<file path="config.mk">
export PLATFORM = sky130hd
export DESIGN_NAME = stride_prefetcher
export DESIGN_NICKNAME = d
export VERILOG_FILES = /design/src/rtl/stride_pf_pkg.sv /design/src/rtl/stride_pf_datapath.sv /design/src/rtl/stride_pf_ctrl.sv /design/src/rtl/stride_prefetcher.sv
export SDC_FILE = /design/constraint.sdc
export NUM_CORES = 1
export LEC_CHECK = 0
export ABC_AREA = 1
export ABC_CLOCK_PERIOD_IN_PS = 8280
export CAP_MARGIN = 20
export CORE_UTILIZATION = 50
export CTS_CLUSTER_DIAMETER = 80
export DETAILED_ROUTE_END_ITERATION = 12
export PLACE_DENSITY = 0.73
export SLEW_MARGIN = 20
export SYNTH_ARGS = -nofsm -noshare
export SYNTH_HDL_FRONTEND = slang
export SYNTH_HIERARCHICAL = 1
export SYNTH_SLANG_ARGS = --single-unit
</file>
<file path="constraint.sdc">
create_clock -name clk -period 8.28 [get_ports clk]
set_input_delay 1.656 -clock clk [delete_from_list [all_inputs] [get_ports clk]]
set_output_delay 1.656 -clock clk [all_outputs]
set_load 0.005 [all_outputs]
</file>
<file path="src/rtl/stride_pf_pkg.sv">
package stride_pf_pkg;
  typedef struct packed {
    logic issueNew;
    logic issueRetry;
  } pfStrobe_t;
endpackage

</file>
<file path="src/rtl/stride_pf_datapath.sv">
module stride_pf_datapath
  import stride_pf_pkg::*;
#(
  parameter int ADDR_W     = 40,
  parameter int CMD_W      = 5,
  parameter int ENTRIES    = 4,
  parameter int LINE_BYTES = 64,
  parameter int PAGE_BITS  = 12
) (
  input  logic              clk,
  input  logic              rst_n,
  input  logic              snoopValid,
  input  logic [ADDR_W-1:0] snoopAddr,
  input  logic [CMD_W-1:0]  snoopCmd,
  input  logic [1:0]        snoopSize,
  input  logic              snoopMiss,
  input  logic              pfReady,
  input  pfStrobe_t         strobe,
  output logic              candValid,
  output logic              candDup,
  output logic              pfBusy,
  output logic              f2Valid,
  output logic              f2Retried,
  output logic              pfValid,
  output logic [ADDR_W-1:0] pfAddr,
  output logic              pfWrite
);
  localparam int IDX_W = $clog2(ENTRIES);
  localparam int LINE_W = $clog2(LINE_BYTES);
  localparam int TAG_W = ADDR_W - PAGE_BITS - IDX_W;
  localparam logic [ADDR_W-1:0] LINE_MASK = ~((ADDR_W'(1) << LINE_W) - ADDR_W'(1));

  // snoop pipeline, two stages to line up with the late miss flag
  logic              s1Valid, s2Valid, s1Ok, s2Ok, s1Write, s2Write;
  logic [ADDR_W-1:0] s1Addr, s2Addr, normAddr;

  assign normAddr = snoopAddr & ~((ADDR_W'(1) << snoopSize) - ADDR_W'(1));

  always_ff @(posedge clk) begin
    if (!rst_n) begin
      s1Valid <= 1'b0;
      s2Valid <= 1'b0;
    end else begin
      s1Valid <= snoopValid;
      s2Valid <= s1Valid;
    end
    s1Addr  <= normAddr;
    s1Ok    <= (snoopCmd == CMD_W'(0)) || (snoopCmd == CMD_W'(1));
    s1Write <= (snoopCmd == CMD_W'(1));
    s2Addr  <= s1Addr;
    s2Ok    <= s1Ok;
    s2Write <= s1Write;
  end

  // stride table
  logic              trainEn;
  logic [IDX_W-1:0]  idx;
  logic [TAG_W-1:0]  tag;
  logic              entValid  [ENTRIES];
  logic [TAG_W-1:0]  entTag    [ENTRIES];
  logic [ADDR_W-1:0] entLast   [ENTRIES];
  logic [ADDR_W-1:0] entStride [ENTRIES];
  logic              tagHit;
  logic [ADDR_W-1:0] newStride, candLine;

  assign trainEn   = s2Valid && s2Ok && snoopMiss;
  assign idx       = s2Addr[PAGE_BITS +: IDX_W];
  assign tag       = s2Addr[ADDR_W-1 -: TAG_W];
  assign tagHit    = entValid[idx] && (entTag[idx] == tag);
  assign newStride = s2Addr - entLast[idx];
  assign candLine  = (s2Addr + newStride) & LINE_MASK;
  assign candValid = trainEn && tagHit && (newStride != '0) && (newStride == entStride[idx]);

  for (genvar e = 0; e < ENTRIES; e++) begin : g_entry
    always_ff @(posedge clk) begin
      if (!rst_n) begin
        entValid[e] <= 1'b0;
      end else if (trainEn && (idx == IDX_W'(e))) begin
        entValid[e]  <= 1'b1;
        entTag[e]    <= tag;
        entLast[e]   <= s2Addr;
        entStride[e] <= tagHit ? newStride : '0;
      end
    end
  end

  // output register, handshake history and recent-line filter
  logic              pfRetried, fire;
  logic              f1Valid, f1Retried, f1Write, f2Write;
  logic [ADDR_W-1:0] f1Addr, f2Addr;
  logic [1:0]        recentValid;
  logic [ADDR_W-1:0] recentLine [2];

  assign fire    = pfValid && pfReady;
  assign pfBusy  = pfValid || f1Valid || f2Valid;
  assign candDup = (recentValid[0] && (recentLine[0] == candLine)) ||
                   (recentValid[1] && (recentLine[1] == candLine));

  always_ff @(posedge clk) begin
    if (!rst_n) begin
      pfValid     <= 1'b0;
      pfWrite     <= 1'b0;
      pfRetried   <= 1'b0;
      pfAddr      <= '0;
      f1Valid     <= 1'b0;
      f2Valid     <= 1'b0;
      recentValid <= '0;
    end else begin
      if (strobe.issueRetry) begin
        pfValid   <= 1'b1;
        pfAddr    <= f2Addr;
        pfWrite   <= f2Write;
        pfRetried <= 1'b1;
      end else if (strobe.issueNew) begin
        pfValid   <= 1'b1;
        pfAddr    <= candLine;
        pfWrite   <= s2Write;
        pfRetried <= 1'b0;
      end else if (fire) begin
        pfValid <= 1'b0;
      end
      f1Valid <= fire;
      f2Valid <= f1Valid;
      if (fire && !pfRetried) begin
        recentValid   <= {recentValid[0], 1'b1};
        recentLine[1] <= recentLine[0];
        recentLine[0] <= pfAddr;
      end
    end
    f1Addr    <= pfAddr;
    f1Write   <= pfWrite;
    f1Retried <= pfRetried;
    f2Addr    <= f1Addr;
    f2Write   <= f1Write;
    f2Retried <= f1Retried;
  end
endmodule

</file>
<file path="src/rtl/stride_pf_ctrl.sv">
module stride_pf_ctrl
  import stride_pf_pkg::*;
#(
  parameter int GAP_W    = 8,
  parameter int GAP_STEP = 16
) (
  input  logic      clk,
  input  logic      rst_n,
  input  logic      candValid,
  input  logic      candDup,
  input  logic      pfBusy,
  input  logic      f2Valid,
  input  logic      f2Retried,
  input  logic      pfNack,
  output pfStrobe_t strobe
);
  localparam logic [GAP_W:0] GAP_MAX = {1'b0, {GAP_W{1'b1}}};

  logic [GAP_W-1:0] gap, cooldown, gapUp;
  logic [GAP_W:0]   gapSum;
  logic             okNow, dropNow;

  assign gapSum  = {1'b0, gap} + (GAP_W+1)'(GAP_STEP);
  assign gapUp   = (gapSum > GAP_MAX) ? GAP_MAX[GAP_W-1:0] : gapSum[GAP_W-1:0];
  assign okNow   = f2Valid && !pfNack;
  assign dropNow = f2Valid && pfNack && f2Retried;

  always_comb begin
    strobe.issueRetry = f2Valid && pfNack && !f2Retried;
    strobe.issueNew   = candValid && !candDup && !pfBusy && (cooldown == '0);
  end

  always_ff @(posedge clk) begin
    if (!rst_n) begin
      gap      <= '0;
      cooldown <= '0;
    end else if (okNow) begin
      gap      <= gap >> 1;
      cooldown <= gap >> 1;
    end else if (dropNow) begin
      gap      <= gapUp;
      cooldown <= gapUp;
    end else if (cooldown != '0) begin
      cooldown <= cooldown - 1'b1;
    end
  end
endmodule

</file>
<file path="src/rtl/stride_prefetcher.sv">
module stride_prefetcher
  import stride_pf_pkg::*;
#(
  parameter int ADDR_W     = 40,
  parameter int CMD_W      = 5,
  parameter int ENTRIES    = 4,
  parameter int LINE_BYTES = 64,
  parameter int GAP_W      = 8,
  parameter int GAP_STEP   = 16
) (
  input  logic              clk,
  input  logic              rst_n,
  input  logic              snoopValid,
  input  logic [ADDR_W-1:0] snoopAddr,
  input  logic [CMD_W-1:0]  snoopCmd,
  input  logic [1:0]        snoopSize,
  input  logic              snoopMiss,
  input  logic              pfReady,
  input  logic              pfNack,
  output logic              pfValid,
  output logic [ADDR_W-1:0] pfAddr,
  output logic              pfWrite
);
  pfStrobe_t strobe;
  logic candValid, candDup, pfBusy, f2Valid, f2Retried;

  stride_pf_datapath #(
    .ADDR_W(ADDR_W), .CMD_W(CMD_W), .ENTRIES(ENTRIES),
    .LINE_BYTES(LINE_BYTES), .PAGE_BITS(12)
  ) i_datapath (
    .clk(clk), .rst_n(rst_n), .snoopValid(snoopValid), .snoopAddr(snoopAddr),
    .snoopCmd(snoopCmd), .snoopSize(snoopSize), .snoopMiss(snoopMiss),
    .pfReady(pfReady), .strobe(strobe), .candValid(candValid), .candDup(candDup),
    .pfBusy(pfBusy), .f2Valid(f2Valid), .f2Retried(f2Retried),
    .pfValid(pfValid), .pfAddr(pfAddr), .pfWrite(pfWrite)
  );

  stride_pf_ctrl #(.GAP_W(GAP_W), .GAP_STEP(GAP_STEP)) i_ctrl (
    .clk(clk), .rst_n(rst_n), .candValid(candValid), .candDup(candDup),
    .pfBusy(pfBusy), .f2Valid(f2Valid), .f2Retried(f2Retried),
    .pfNack(pfNack), .strobe(strobe)
  );
endmodule

</file>
After elaboration in Yosys (flattened, before gate mapping)
Memories as Yosys holds them, arrays and structs flattened. A register that Yosys moved wholly into a read port is not among the register bits.
Cells that the tools add are included.
- register bits after elaboration: 233
- bits in writable memories: 508
- bits of input ports: 53
- output and inout bits: 42
- word-level logic and storage cells: 165
- memories: 5
- memory list (memory ; depth ; bits a word ; rd ports ; clocked after Yosys merged registers in ; write ports ; line ; text):
    i_datapath.entLast ; 4 ; 40 ; 1 ; 1 ; 1 ; stride_pf_datapath.sv:61 ; logic [ADDR_W-1:0] entLast [ENTRIES];
    i_datapath.entStride ; 4 ; 40 ; 1 ; 1 ; 1 ; stride_pf_datapath.sv:62 ; logic [ADDR_W-1:0] entStride [ENTRIES];
    i_datapath.entTag ; 4 ; 26 ; 1 ; 1 ; 1 ; stride_pf_datapath.sv:60 ; logic [TAG_W-1:0] entTag [ENTRIES];
    i_datapath.recentLine ; 2 ; 40 ; 2 ; 0 ; 2 ; stride_pf_datapath.sv:92 ; logic [ADDR_W-1:0] recentLine [2];
    i_datapath.entValid ; 4 ; 1 ; 1 ; 1 ; 4 ; stride_pf_datapath.sv:59 ; logic entValid [ENTRIES];
- add/subtract/negate cells: 5
- magnitude comparators: 1
- equality and inequality tests: 8
- shift operators: 1
- mux-type cells: 63
- bitwise gates (word level): 7
- reduce and logical (&&, ||, !) cells: 50
- operators with widths (operator ; number):
    two-way mux 40 bit ; 9
    OR reduction 40 bit ; 6
    == test 40 bit ; 3
    two-way mux 26 bit ; 3
    OR reduction 26 bit ; 3
    adder 40 bit ; 1
    AND 40 bit ; 1
    NOT 40 bit ; 1
    nonzero test 40 bit ; 1
    left shift 1 x 2 -> 40 bit (first input constant) ; 1
    subtractor 40 x 1 -> 40 bit (second input constant) ; 1
    subtractor 40 bit ; 1
    two-way mux 1 bit ; 36
    == test 26 bit ; 1
    two-way mux 8 bit ; 3
    logical AND 1 bit ; 21
    two-way mux 7 bit ; 3
    two-way mux 2 bit ; 9
    adder 8 x 5 -> 9 bit (second input constant) ; 1
    greater-than comparator 9 x 8 -> 1 bit (second input constant) ; 1
    zero test 8 bit ; 1
    nonzero test 8 bit ; 1
    subtractor 8 x 1 -> 8 bit (second input constant) ; 1
    nonzero test 2 bit ; 3
    11 further kinds ; 23

Depth between registers and ports, before layout
Gate-level depths: netlist of the first run.
- depth in word-level cells: 11
- depth in mapped cells: 50
- depth with buffers taken out: 47

By module
The synthesis of the first run kept the hierarchy.
- by module, submodules not included (module ; instances ; cells an instance ; area each (um2) ; seq. area each (um2)):
    stride_pf_datapath ; 1 ; 2845 ; 27786.6 ; 16465.8
    stride_pf_ctrl ; 1 ; 161 ; 1064.8 ; 320.3

Least setup slack after synthesis of the first run
No wires, ideal clock.
- path type: input to register
- start point: in rst_n
- end point: mem i_datapath.entValid[0] (data pin)
- setup time: 0.877 ns
- arrival: 5.410 ns
- required time: 7.403 ns
- slack: 1.993 ns
- stages: 3
- buffers on the path: 1
- path through: clkbuf_1 nand2_1 nor2_1
- RTL lines (what ; line ; text):
    start: declaration ; stride_prefetcher.sv:12 ; input logic rst_n,
    end: declaration ; stride_pf_datapath.sv:59 ;

==> summary.txt, run 1 <==
Combinational Power Share: 0.214
Wirelength, routed: 76.87 mm
Final total power: 8225 µW
Sequential power share: 0.420
Req. time, crit path: 8800 ps
Final setup fails: 0
Num CTS Buffers: 66
Final period util: 0.9136
Synth Warn #: 6
Root buffer cell: clkbuf_16
Clk_lat worst skew: 610 ps
Pre-antenna DRT Iters: 6
CTS Buffer Depth: 3
Final hold vios: 0
Sw Share: 0.3007
Cells after Synth: 3006
CTS tree: built
Via Count: 21696
CP most frequent cell: nand2_1
Postcts setup bufs: 0
Asr flop ratio synth: 0
Tightest Pin Transition: 1036 ps
DP HPWL: 55.18 mm
Gpl congestion: 1.019
Syn_area_per_cell: 9.598 µm²
Mapped Area: 28850 µm²
First-pass GRT wire length: 118.6 mm
Post-synth top area share: 0.4194
Grt ovf: 0
Die area: 58670 µm²
P&R area growth vs syn: 14.64%
WL per Instance: 19.53 µm
Share of cells above drive strength 1: 0.08302
Width of the chip: 242.2 µm
Drc violations: 0
Outcome: finished, final reports clean
Area leader, netlist: edfxtp_1
Min-Delay Path Class: flop to flop
Core area: 56710 µm²
All-Layer GR Usage: 0.2611
Antenna violations before repair: 1
Fmax: 0.1322 GHz
Clock-pin slew on the worst setup and hold paths: 60 ps
Slew margin rel.: 0.3096
Row cnt: 87
Largest net degree at the start of global routing: 81
Synth cell types: 61
Port bufs: 94
LEAKAGE: 0.01408 µW
Vias in the first global route: 21350
Crit-path slowest cell: dfxtp_1
Startpoint types: flop
CTS sink cnt: 637
Int Power: 5752 µW
Critical path class: flop to flop
Clock network power share: 0.366
Primary FF master, synth: edfxtp_1
Initial DRC count: 1946
Number of synthesized flops with an enable pin: 403
Count of state elements after synthesis: 637
Final nets: 3282
TNS Setup: 0 ps
Critical path fanouts, max: 32
Max incr delay on CP: 650 ps
Crit. End Element: flop
Vias per cell: 5.512
Min Tclk post-route: 7565 ps
Pwr Density: 248.7 nW/µm²
Final Slew Violations: 0
ANT cells: 0
Arrival @ worst endpoint: 8080 ps
Sw power: 2473 µW
Starting Density: 0.5087
RSZ-0062 raised after global routing: false
Seq/Total Area, Yosys: 0.5818
Height of the die: 242.2 µm
VDD IR-drop max: 0.2053 mV
Max Clock Skew: 21.23 ps
Syn Nets: 3159
Top cells by area, synth: edfxtp_1 42%, dfxtp_1 16%, nand2_1 11%
Post-DRT Antenna Nets: 0
H-tree levels: 3
Top Ports: 95
Max-Cap Viols: 0
path summary, 6_finish.rpt:
check	from	end	slack, ps	cells past startpoint
hold / removal	i_datapath/s1Addr[9]	i_datapath/s2Addr[9]	320	0
setup / recovery	i_datapath/s2Addr[13]	i_datapath/pfAddr[6]	720	39
setup reg to reg	i_datapath/s2Addr[13]	i_datapath/pfAddr[6]	720	39
hold reg to reg	i_datapath/s1Addr[9]	i_datapath/s2Addr[9]	320	0
per-layer routing:
layer / global-route usage / up-vias / wire, µm
met5: 0 / - / 0
met4: 0.09010 / 0 / 2201
met3: 0.03257 / 126 / 5546
met2: 0.4345 / 788 / 36120
met1: 0.3527 / 10386 / 33010
li1: - / 10396 / -
sequential cells by signal, summed over array words and instances, names as in the netlist, 2 cells and up:
signal	flops
i_ctrl/cooldown	8
i_ctrl/gap	8
i_datapath/entLast	157
i_datapath/entStride	160
i_datapath/entTag	3
i_datapath/entValid	4
i_datapath/f1Addr	40
i_datapath/f2Addr	40
i_datapath/pfAddr	40
i_datapath/recentLine	80
i_datapath/recentValid	2
i_datapath/s1Addr	40
i_datapath/s2Addr	40
worst max-delay path, delay by kind of cell (launching register included):
family | cells | cell delay [ps]
and+or+nand+nor | 21 | 2910
AOI/OAI and AO/OA | 9 | 1690
buffers and inverters | 6 | 1030
adders and majority gates | 2 | 720
DFF | 1 | 650
xor gates and xnor gates | 1 | 370
cells in the final DEF, fill, tap and decap left out, types with 12 or more instances in the layout:
cell type        instances
nor2_4                  13
a21oi_1                127
nand3_1                173
nand2_1                824
clkbuf_16               72
nand3b_1                27
inv_1                  327
edfxtp_1               403
nand4_1                 29
nand2_2                 36
nor2_1                 243
a31oi_1                 36
buf_4                   32
clkdlybuf4s50_1         94
a221oi_1                56
ha_1                    99
xnor2_1                 13
nor3_1                  17
o21ai_1                 19
nor2_2                  14
clkbuf_1                12
dfxtp_1                234
inv_2                   12
xor2_1                  22
a22o_1                  53
o21ai_0                 42
cells in the mapped netlist, types with 12 or more instances:
cell type and n:
a21oi_1 127, a221oi_1 56, a22o_1 53, a31oi_1 36, buf_2 13, clkbuf_1 50, dfxtp_1 234, edfxtp_1 403
ha_1 99, inv_1 328, nand2_1 824, nand2_2 36, nand3_1 173, nand3b_1 27, nand4_1 29, nor2_1 253
nor2_2 12, nor3_1 17, o21ai_0 42, o21ai_1 19, xnor2_1 13, xor2_1 22
logic make-up (layout without fill, tap and decap cells):
logic type	count (synthesis)	after routing	share of synthesized area
AOI/OAI and AO/OA	391	391	0.09029
adders and majority gates	100	100	0.04363
buffers and inverters	418	592	0.05633
xor gates and xnor gates	43	43	0.01678
and+or+nand+nor	1417	1417	0.2112
DFF	637	637	0.5818
final cells by class:
| type | count | area (µm²) |
|---|---|---|
| Timing Repair Buffer | 132 | 1301 |
| Clock inverter | 29 | 319.1 |
| Fill cell | 4741 | 23640 |
| Clock buffer | 90 | 1929 |
| Sequential cell | 637 | 16790 |
| Inverter | 341 | 1282 |
| Multi-Input combinational cell | 1951 | 10510 |
| Tap cell | 756 | 945.9 |
metrics by stage:
stage          cell area [µm²]  cells  utilization  worst slack [ps]  hold WS [ps]
3_3_place_gp             30780   3815       0.5427             797.8         310.0
5_1_grt                  33080   3936       0.5832             191.6         327.4
4_1_cts                  33050   3935       0.5827             559.6         321.2
6_report                 33080   3936       0.5832             715.1         321.8
2_1_floorplan            28850   3006            -              1993         309.6
3_5_place_dp             30800   3816       0.5431             779.1         312.1
power by group through the flow:
stage | clock (µW) | sequential, µW | combinational (µW)
finish | 3010 | 3450 | 1760
global route | 3180 | 3450 | 1950
CTS | 3070 | 3450 | 1730
detailed placement | 0 | 3520 | 1720
global placement | 0 | 3520 | 1700
floorplan | 0 | 3490 | 1250
timing repair:
item / CTS / global route
endpoints found under the setup margin: 0 / 16
resized for setup: 0 / 1
hold buffers: 0 / 0
Note: power is estimated with default switching activity, not from simulation.
==> run 2: changes to the inputs <==
--- a/config.mk
+++ b/config.mk
@@ -11,7 +11,7 @@
 export CORE_UTILIZATION = 50
 export CTS_CLUSTER_DIAMETER = 80
 export DETAILED_ROUTE_END_ITERATION = 12
-export PLACE_DENSITY = 0.73
+export PLACE_DENSITY = 0.68
 export SLEW_MARGIN = 20
 export SYNTH_ARGS = -nofsm -noshare
 export SYNTH_HDL_FRONTEND = slang
==> run 2 against run 1 <==
Net effect:
- largest cell class unchanged
- total power decreased by 1.2%
- critical path type unchanged
- flip-flop and latch count unchanged
- final area decreased by 0.65%
- clock-buffer cell count decreased by 9
- sequential share of layout area increased by 0.33 points
==> summary.txt, run 2 (synthesis results as in run 1) <==
Outcome: finished, final reports clean
Antenna violations before repair: 0 (-1)
Worst path bufs/invs: 9 (+3)
Max Clock Skew: 20.62 ps (-0.6066 ps)
Gpl congestion: 1.000 (-1.8%)
Crit-path slowest cell: fa_1
Starting Density: 0.5087 (unchanged)
Largest net degree at the start of global routing: 75 (-7.4%)
Die area: 58670 µm² (unchanged)
Share of cells above drive strength 1: 0.08034 (-0.002679)
Req. time, crit path: 8790 ps (about the same)
CP endpoint: i_datapath/pfAddr[23]
Via Count: 21445 (-1.2%)
Pre-antenna DRT Iters: 5 (-1)
Slew margin rel.: 0.3111 (+0.001471)
Final Slew Violations: 0 (unchanged)
Total stage count of the critical path: 44 (+13%)
Final hold vios: 0 (unchanged)
CTS Buffer Depth: 3 (unchanged)
Min Tclk post-route: 7440 ps (-124.6 ps)
Most common cell after layout, fill and taps aside: nand2_1
WL per Instance: 19.86 µm (+1.7%)
Min-Delay Path Class: flop to flop
Grt ovf: 0 (unchanged)
Core area: 56710 µm² (unchanged)
Startpoint types: flop
Num CTS Buffers: 67 (+1.5%)
Pwr Density: 247.3 nW/µm² (-0.54%)
H-tree levels: 3 (unchanged)
Wirelength, routed: 78.06 mm (+1.5%)
LEAKAGE: 0.01398 µW (-0.68%)
ANT cells: 0 (unchanged)
CTS sink cnt: 637 (unchanged)
R2r setup slk: 840 ps (+120 ps)
Crit path max-delay family: simple AND/OR/NAND/NOR gates
Vias in the first global route: 21044 (-1.4%)
Critical path fanouts, max: 33 (+3.1%)
Port bufs: 94 (unchanged)
CP most frequent cell: nand2_1
First-pass GRT wire length: 120.4 mm (+1.5%)
Max incr delay on CP: 440 ps (-210 ps)
Post-DRT Antenna Nets: 0 (unchanged)
R2r startpoint: i_datapath/s2Addr[13]
Clock-pin slew on the worst setup and hold paths: 60 ps (about the same)
WL met1: 35.08 mm (+6.3%)
Max-Cap Viols: 0 (unchanged)
Height of the die: 242.2 µm (unchanged)
Clk_lat worst skew: 590 ps (-20 ps)
Initial DRC count: 1730 (-11%)
TNS Setup: 0 ps (unchanged)
Fmax: 0.1344 GHz (+1.7%)
CTS tree: built
Postcts setup bufs: 0 (unchanged)
Critical path class: flop to flop
DP HPWL: 55.93 mm (+1.4%)
Arrival @ worst endpoint: 7950 ps (-130 ps)
Max layer used: met4
Wire length on met2: 36.16 mm (+0.12%)
Max reg flops: 160 (unchanged)
Vias per cell: 5.457 (-1.0%)
Final period util: 0.8986 (-0.01505)
Crit. End Element: flop
Most frequent cells in the layout: 824 x nand2_1, 403 x edfxtp_1, 327 x inv_1, 243 x nor2_1, 234 x dfxtp_1
FF-to-FF End: i_datapath/pfAddr[23]
Row cnt: 87 (unchanged)
Width of the chip: 242.2 µm (unchanged)
Detail Route met3 WL: 5.184 mm (-6.5%)
Final setup fails: 0 (unchanged)
Regs by FF count: i_datapath/entStride: 160 flops, i_datapath/entLast: 157 flops, i_datapath/recentLine: 80 flops
Final total power: 8127 µW (-1.2%)
Final nets: 3274 (-0.24%)
VDD IR-drop max: 0.1839 mV (-10%)
All-Layer GR Usage: 0.2662 (+0.005063)
Top reg by flops: i_datapath/entStride
Root buffer cell: clkbuf_16
Worst-case reg-to-reg path depth: 44 (+13%)
RSZ-0062 raised after global routing: false
Crit. Startpoint: i_datapath/s2Addr[13]
Tightest Pin Transition: 1031 ps (-4.653 ps)
P&R area growth vs syn: 13.89%
Drc violations: 0 (unchanged)
Top Ports: 95 (unchanged)
-- run 2: worst min path at each step --
stage                     slack, ps                   from                     to  cells after the start
final                           310  i_datapath/s1Addr[24]  i_datapath/s2Addr[24]                      0
after global placement          310  i_datapath/s1Addr[31]  i_datapath/s2Addr[31]                      0
after detailed placement        310  i_datapath/f1Addr[19]  i_datapath/f2Addr[19]                      0
after floorplan                 310   i_datapath/f1Addr[0]   i_datapath/f2Addr[0]                      0
after global routing            320  i_datapath/f1Addr[24]  i_datapath/f2Addr[24]                      0
after CTS                       320  i_datapath/s1Addr[24]  i_datapath/s2Addr[24]                      0
-- run 2: worst reg2reg max path: cells and delay by family (launching register included) --
kind | cells | cell delay [ps]
and+or+nand+nor | 24 | 2960
buffers and inverters | 9 | 1590
AOI/OAI and AO/OA | 8 | 1430
adders and majority gates | 3 | 1030
DFF | 1 | 330
-- run 2: through the flow --
step	instance area, µm²	worst slack, ps	cells	util	hold WS (ps)
6_report	32860	839.7	3930	0.5794	314.9
5_1_grt	32860	210.6	3930	0.5794	324.2
4_1_cts	32850	700.8	3929	0.5792	322.9
3_5_place_dp	30700	766.0	3807	0.5412	312.1
3_3_place_gp	30700	782.7	3807	0.5412	309.7
2_1_floorplan	28850	1993	3006	-	309.6
-- run 2: report_power, final --
part	switching, µW	leakage (µW)	internal [µW]
Combinational	1190	0.00666	569
Clock	1220	0.00107	1700
Sequential	54.8	0.00626	3390
Total	2470	0.0140	5660
-- run 2: routing by layer --
layer / up-vias / GRT usage
li1: 10368 / -
met1: 10287 / 0.3709
met2: 680 / 0.4328
met3: 110 / 0.03789
met4: 0 / 0.07725
met5: - / 0
-- run 2: final cells by class --
class	instances	area, µm²
Timing Repair Buffer	122	1176
Clock inverter	41	296.5
Fill cell	4832	23850
Clock buffer	81	1856
Inverter	341	1282
Sequential cell	637	16790
Multi-Input combinational cell	1952	10520
Tap cell	756	945.9
-- run 2: timing repair --
item | 4_1_cts | 5_1_grt
gates resized for setup | 0 | 1
hold buffers | 0 | 0
endpoints found under the setup margin | 0 | 2
==> run 3: changes to the inputs <==
--- a/config.mk
+++ b/config.mk
@@ -12,6 +12,7 @@
 export CTS_CLUSTER_DIAMETER = 80
 export DETAILED_ROUTE_END_ITERATION = 12
 export PLACE_DENSITY = 0.68
+export SKIP_LAST_GASP = 1
 export SLEW_MARGIN = 20
 export SYNTH_ARGS = -nofsm -noshare
 export SYNTH_HDL_FRONTEND = slang
==> results of run 3 <==
The final DEF is identical to that of run 2; final timing and power are the same.
